$ cat src/rtl/refcount_freelist.sv
module refcount_freelist #(
  parameter int NUM_PREGS = 128,
  parameter int ARCH_REGS = 32,
  parameter int CNT_W     = 4,
  localparam int PW = $clog2(NUM_PREGS),
  localparam int FW = PW + 1
) (
  input  logic                 clk,
  input  logic                 rst_n,
  input  logic [1:0]           alloc_vld,
  input  logic [1:0][PW-1:0]   alloc_idx,
  input  logic [1:0]           rel_vld,
  input  logic [1:0][PW-1:0]   rel_idx,
  input  logic [1:0]           pop_num,
  output logic                 pop_ok,
  output logic [1:0][PW-1:0]   pop_idx,
  output logic [FW-1:0]        free_count
);

  logic [CNT_W-1:0]   cnt    [NUM_PREGS];
  logic [CNT_W-1:0]   cnt_nx [NUM_PREGS];
  logic [NUM_PREGS-1:0] hit_zero;

  for (genvar g = 0; g < NUM_PREGS; g++) begin : g_reg
    localparam logic [CNT_W-1:0] INIT = (g < ARCH_REGS) ? CNT_W'(1) : '0;
    logic [CNT_W-1:0] up, dn;
    assign up = CNT_W'(alloc_vld[0] && alloc_idx[0] == PW'(g))
              + CNT_W'(alloc_vld[1] && alloc_idx[1] == PW'(g));
    assign dn = CNT_W'(rel_vld[0] && rel_idx[0] == PW'(g))
              + CNT_W'(rel_vld[1] && rel_idx[1] == PW'(g));
    assign cnt_nx[g]   = cnt[g] + up - dn;
    assign hit_zero[g] = (cnt[g] != '0) && (cnt_nx[g] == '0);
    always_ff @(posedge clk) begin
      if (!rst_n) cnt[g] <= INIT;
      else        cnt[g] <= cnt_nx[g];
    end
  end

  logic          c0, c1, both;
  logic [PW-1:0] lo, hi;
  logic [FW-1:0] n_push, n_pop, fcnt;
  logic [PW-1:0] head, tail;
  logic [PW-1:0] fl [NUM_PREGS];

  assign c0   = rel_vld[0] && hit_zero[rel_idx[0]];
  assign c1   = rel_vld[1] && hit_zero[rel_idx[1]] &&
                !(rel_vld[0] && rel_idx[0] == rel_idx[1]);
  assign both = c0 && c1;
  assign lo   = both ? ((rel_idx[0] < rel_idx[1]) ? rel_idx[0] : rel_idx[1])
                     : (c0 ? rel_idx[0] : rel_idx[1]);
  assign hi   = (rel_idx[0] < rel_idx[1]) ? rel_idx[1] : rel_idx[0];

  assign n_push = FW'(c0) + FW'(c1);
  assign pop_ok = fcnt >= FW'(pop_num);
  assign n_pop  = pop_ok ? FW'(pop_num) : '0;

  always_ff @(posedge clk) begin
    if (!rst_n) begin
      for (int i = 0; i < NUM_PREGS; i++)
        fl[i] <= PW'((i + ARCH_REGS) % NUM_PREGS);
      head <= '0;
      tail <= PW'(NUM_PREGS - ARCH_REGS);
      fcnt <= FW'(NUM_PREGS - ARCH_REGS);
    end else begin
      if (c0 || c1) fl[tail] <= lo;
      if (both)     fl[tail + PW'(1)] <= hi;
      tail <= tail + PW'(n_push);
      head <= head + PW'(n_pop);
      fcnt <= fcnt + n_push - n_pop;
    end
  end

  assign pop_idx[0] = fl[head];
  assign pop_idx[1] = fl[head + PW'(1)];
  assign free_count = fcnt;

endmodule

$ cat config.mk
export PLATFORM = sky130hd
export DESIGN_NAME = refcount_freelist
export DESIGN_NICKNAME = d
export VERILOG_FILES = /design/src/rtl/refcount_freelist.sv
export SDC_FILE = /design/constraint.sdc
export NUM_CORES = 2
export LEC_CHECK = 0
export ABC_AREA = 1
export BUFFER_PORTS_ARGS = -buffer_cell sky130_fd_sc_hd__buf_2
export CAP_MARGIN = 20
export CORE_MARGIN = 2
export CORE_UTILIZATION = 40
export CTS_BUF_LIST = sky130_fd_sc_hd__clkbuf_8 sky130_fd_sc_hd__clkbuf_16
export DETAILED_ROUTE_END_ITERATION = 6
export SETUP_SLACK_MARGIN = 0.5
export SLEW_MARGIN = 20
export SYNTH_ARGS = -nofsm -noshare
export SYNTH_HDL_FRONTEND = slang
export SYNTH_SLANG_ARGS = --single-unit
export TNS_END_PERCENT = 5
$ cat constraint.sdc
create_clock -name clk -period 8.5 [get_ports clk]
set_input_delay 0.425 -clock clk [delete_from_list [all_inputs] [get_ports clk]]
set_output_delay 0.425 -clock clk [all_outputs]
set_load 0.01 [all_outputs]
== Word-level counts from Yosys, hierarchy flattened ==
Memory sizes are Yosys's and may differ from the RTL's. A register that Yosys moved wholly into a read port is not among the register bits.
Cells that the tools add are included.

* Input port bits: 36
* Logic and storage cells: 2226
* Bits in writable memories: 1408
* Output and inout port bits: 23
* Bits in registers: 22
* Memories: 2

{| class="wikitable"
|+ Memories
! memory !! words !! bits a word !! read ports !! clocked after Yosys merged registers in !! write ports !! line !! source
|-
| fl || 128 || 7 || 2 || 1 || 128 || 43 || <nowiki>logic [PW-1:0] fl [NUM_PREGS];</nowiki>
|-
| cnt || 128 || 4 || 128 || 0 || 128 || 20 || <nowiki>logic [CNT_W-1:0] cnt [NUM_PREGS];</nowiki>
|}

* Mux-type cells: 152
* $add $sub $neg: 519
* Bitwise gates (word level): 128
* Order comparisons: 4
* Reduce and logical (&&, ||, !) cells: 909
* Equal/unequal tests: 509

{| class="wikitable"
|+ Operator list
! operator !! number
|-
| $eq A7 B7 Y1 const B || 256
|-
| $eq A7 B6 Y1 const B || 128
|-
| $logic_and A1 B1 Y1 || 645
|-
| $add A1 B1 Y2 || 257
|-
| $add A4 B2 Y4 || 128
|-
| $logic_not A4 Y1 || 128
|-
| $mux W4 || 128
|-
| $reduce_bool A4 Y1 || 128
|-
| $sub A4 B2 Y4 || 128
|-
| $eq A7 B5 Y1 const B || 64
|-
| $eq A7 B4 Y1 const B || 32
|-
| $or A1 B1 Y1 || 128
|-
| $eq A7 B3 Y1 const B || 16
|-
| $mux W7 || 9
|-
| $eq A7 B2 Y1 const B || 8
|-
| $eq A7 B1 Y1 const B || 4
|-
| $logic_not A7 Y1 || 4
|-
| $lt A7 B8 Y1 const B || 2
|-
| $add A7 B1 Y7 const B || 2
|-
| $add A7 B2 Y7 || 2
|-
| $bmux W1 S7 || 2
|-
| $reduce_or A7 Y1 || 2
|-
| $mux W1 || 12
|-
| $add A8 B2 Y8 || 1
|-
| other kinds (7) || 7
|}

== Depth between registers and ports, before layout ==
* Depth after elaboration: 17
* Gate-level depth with buffers: 43
* Gate-level depth less buffers: 42

== Least setup slack after synthesis ==
Ideal clock, no wire load.

* Kind: input to register
* Start point: in alloc_vld[1]
* End point: reg fcnt[7] (netlist: free_count[7])
* Setup slack: 2.121 ns
* Path buffers: 1
* Stages: 33
* Arrival time: 6.309 ns
* Data required time: 8.430 ns
* Setup time: 0.070 ns
* Cell sequence: clkinv_1 nor3_1 clkbuf_1 nand3_1 fa_1 fa_1 inv_1 ha_1 fa_1 nor3b_1 nand3_1 nand2_1 a21oi_1 or2_2 o31ai_1 nand3_1 nor2_1 nor2_1 nor2_1 ha_1 fa_1 ha_1 a21oi_1 nor2_1 nor2_1 nor2_1 o21ai_0 nand2_1 a21oi_1 inv_1 a21oi_1 o21ai_0 a21oi_1

{| class="wikitable"
|+ RTL lines
! element !! line !! source
|-
| from (decl) || 10 || <nowiki>input logic [1:0] alloc_vld,</nowiki>
|-
| to (signal assigned) || 63 || <nowiki>fcnt <= FW'(NUM_PREGS - ARCH_REGS);</nowiki>
|-
| to (signal assigned) || 69 || <nowiki>fcnt <= fcnt + n_push - n_pop;</nowiki>
|-
| to (decl) || 41 || <nowiki>logic [FW-1:0] n_push, n_pop, fcnt;</nowiki>
|}

==> metrics.md <==
| Metric | Value |
|---|---|
| Least-Margin Pin Slew | about 1.2 ns |
| Antenna violations before repair | 22 |
| Worst Path Buf+Inv | 7 |
| Mean Syn Cell Area | 7.326 sq um |
| Max Cap Viol | 0 |
| VDD IR-drop max | 0.2288 mV |
| Storage element area | roughly 38,000 sq um |
| CTS Hold Bufs | 1 |
| HPWL after detailed placement | 265,300 um |
| Cell Area, Synth | 99,720 sq um |
| Post-route ant nets | 0 |
| CTS Buffer Depth | 3 |
| FFs w/ async S/R, synth | 0% |
| TNS Setup | 0 ns |
| Clock root buffer | clkbuf_16 |
| Die width | 503.3 um |
| Unique cell type count in the Yosys netlist | 48 |
| CP top delay family | simple AND/OR/NAND/NOR gates |
| Total grt overflow | 0 |
| Port buffer count | 58 |
| Lkg Pwr | 48.36 nW |
| CTS Buf Count | 172 |
| Post-Route WL | 397,200 um |
| Number of core rows | 183 |
| Flops & latches, synth | roughly 1,400 |
| Synth top area cells | edfxtp_1, nand2_1, dfxtp_1 |
| Number of cells on the worst reg-to-reg path | 31 |
| R2R Path End | free_count[7] |
| # DRC | 0 |
| Crit path launch type | primary input |
| R2r setup slk | around 2.8 ns |
| GPL Wtd Cong | 1.008 |
| Ratio of cells with drive above 1 in the final layout | a little under 7% |
| Critical path depth in cells | 37 |
| Aggregate global-route resource usage | 30.82% |
| Vias in the first global route | 87,292 |
| Final Hold Vio Count | 0 |
| # IOs | 59 |
| Multi-input logic area | 50,090 sq um |
| Slew Viols, Final | 0 |
| Clk_skew | 0.08112 ns |
| Reg clk slew, reported paths | 0.06 ns |
| Relative slew slack | between 20% and 30% |
| Pre-antenna DRT Iters | 7 |
| Worst path max stage delay | about 0.48 ns |
| Largest net degree at the start of global routing | 183 |
| Nets | 14,465 |
| Fin crit share | 85.66% |
| Final setup fails | 0 |
| Core area | 248,200 sq um |
| Status | finished, final reports clean |
| Critical path data required time | 9.27 ns |
| HP Start | pop_num[0] |
| Number of fillers in the final layout | about 25,000 |
| Final Critical Period | 7.281 ns |
| Initial DRC Count | 12,041 |
| Initial Utilization | 40.18% |
| Syn Nets | 14,450 |
| CTS tree | yes |
| Area grow syn2layout | 11.99% |
| Synth warn | 0 |
| Htree depth | 4 |
| Prevailing post-synth register cell | edfxtp_1 |
| Die area | 253,300 sq um |
| Crit Path Class | in -> reg |
| Min Hold Slack | 0.04934 ns |
| CP max stage cell | nor2_1 |
| End of the critical path | free_count[7] |
| Post-synth EDFFs | 896 |
| Max Clk Rate | 137.3 MHz |
| Vias/cell | 5.480 |
| RR Startpoint | cnt[0][104] |
| Hold crit path type | in -> reg |
| CTS Sinks | 1,430 |
| Die Y | 503.3 um |
| Max Fanout on Critical Path | 7 |
| CP Capture Type | flip-flop |
| Setup crit start | rel_idx[4] |
| Most used cell, CP | nor2_1 |
| Clock Latency Late Sink | 0.88 ns |
| First-pass GRT wire length | 578,600 um |
| Pwr/cell area | 211.0 nW/um^2 |
| RSZ-0062 raised after global routing | no |
| Register area share after synthesis | between 30% and 40% |
| Yosys top cell by area | edfxtp_1 |
| Cell count after synthesis | 13,612 |
| Via count | ~94,000 |
| Yosys top cell area share | 26.98% |
| Post CTS Setup Buffer Count | 0 |
| Critical path arrival | 8.05 ns |
| Drt wl/cell | 23.23 um |
| Post-CTS sizing | 0 |
## cells by family after synthesis
group           share of synthesized area, %
simple gates                           23.96
buf+inv                                12.44
compound gates                         12.18
flops                                  37.70
fa+ha+maj                              12.98
xor+xnor                              0.7290
## cells in the final DEF, fill, tap and decap left out, drive strengths merged, types with 5 or more instances in the layout
cell,synthesis,final
clkinvlp,0,5
o221ai,41,41
o31ai,12,12
nand3b,5,5
nand2,3205,3205
a32oi,7,7
diode,0,5
nor3,130,130
nor2,1511,1511
nand4,61,61
clkinv,11,65
a31oi,24,24
dfxtp,534,534
a211oi,42,42
and2,7,7
xor2,72,72
nand3,914,914
or2,5,5
o22ai,66,66
inv,2426,2474
a22o,21,21
fa,388,388
nor3b,51,51
xnor2,11,11
edfxtp,896,896
o211ai,209,209
a21oi,586,586
o21ai,1185,1185
buf,178,600
clkbuf,582,189
bufinv,0,15
ha,414,414
## report_power, final
part / leakage, nW / switching (W) / internal (W)
clock network: 2.96 / 0.00327 / 0.00432
registers: 12.1 / 0.000165 / 0.00752
logic: 33.3 / 0.00623 / 0.00207
## worst reg2reg max path: cells and delay by family, from the launching register on
kind            cells  cell delay (ns)
flops               1             0.30
fa+ha+maj           6             1.98
buf+inv             5             0.52
simple gates       12             1.59
compound gates      8             1.24
## synthesized netlist by cell type (all sizes together) (2+ instances only)
library cell,number
buf,178
nor3,130
nand4,61
a211oi,42
o221ai,41
a32oi,7
clkinv,11
o31ai,12
ha,414
dfxtp,534
nand3,914
a41oi,4
a221oi,4
o22ai,66
xnor2,11
inv,2426
fa,388
o2111ai,2
o211ai,209
nor2,1511
a21oi,586
clkbuf,582
and2,7
a22o,21
xor2,72
a31oi,24
edfxtp,896
nor3b,51
nand2,3205
nand3b,5
or2,5
o21bai,2
o21ai,1185
## registers in the layout, indices dropped and copies added, names as in the netlist
name / cells
head: 7
free_count: 8
tail: 7
fl: 896
cnt: 512
## stage by stage
step / total power (W) / util [%] / std cells / area, sq um / setup WS (ns)
after global routing: 0.02432 / 44.99 / 17096 / 111700 / 0.8295
after CTS: 0.02329 / 44.99 / 17094 / 111700 / 1.349
after floorplan: 0.01249 / - / 13612 / 99720 / 2.121
after detailed placement: 0.01575 / 42.69 / 16782 / 105900 / 0.4734
after global placement: 0.01573 / 42.69 / 16782 / 105900 / 0.4965
final: 0.02356 / 44.99 / 17099 / 111700 / 1.219
## area by class of cell
type,instances,area share [%]
clock buffers,189,4.084
well taps,3330,3.731
flip-flops and latches,1430,33.68
inverters,2437,8.221
multi-input cells,8985,44.86
clock inverters,122,1.027
diodes,5,0.01120
repair buffers,601,4.392
## per-layer routing
| layer | track usage [%] | vias up | routed length [um] | share of wire [%] |
|---|---|---|---|---|
| li1 | - | 43298 | - | - |
| met4 | 17.84 | 36 | 27030 | 6.8 |
| met5 | 0 | - | 234 | 0.059 |
| met2 | 47.76 | 5510 | 173400 | 44 |
| met3 | 6.637 | 1292 | 44820 | 11 |
| met1 | 39.65 | 43562 | 151700 | 38 |
## how the worst min path moves through the flow
stage / endpoint / slack (ns) / cells after the start
finish: head[0] / 0.05 / 6
CTS: head[0] / 0.02 / 6
floorplan: tail[5] / 0.50 / 2
detailed placement: tail[6] / 0.55 / 2
global placement: tail[5] / 0.55 / 2
global route: head[0] / 0.07 / 6
No activity file was read; power rests on OpenSTA's default activity.
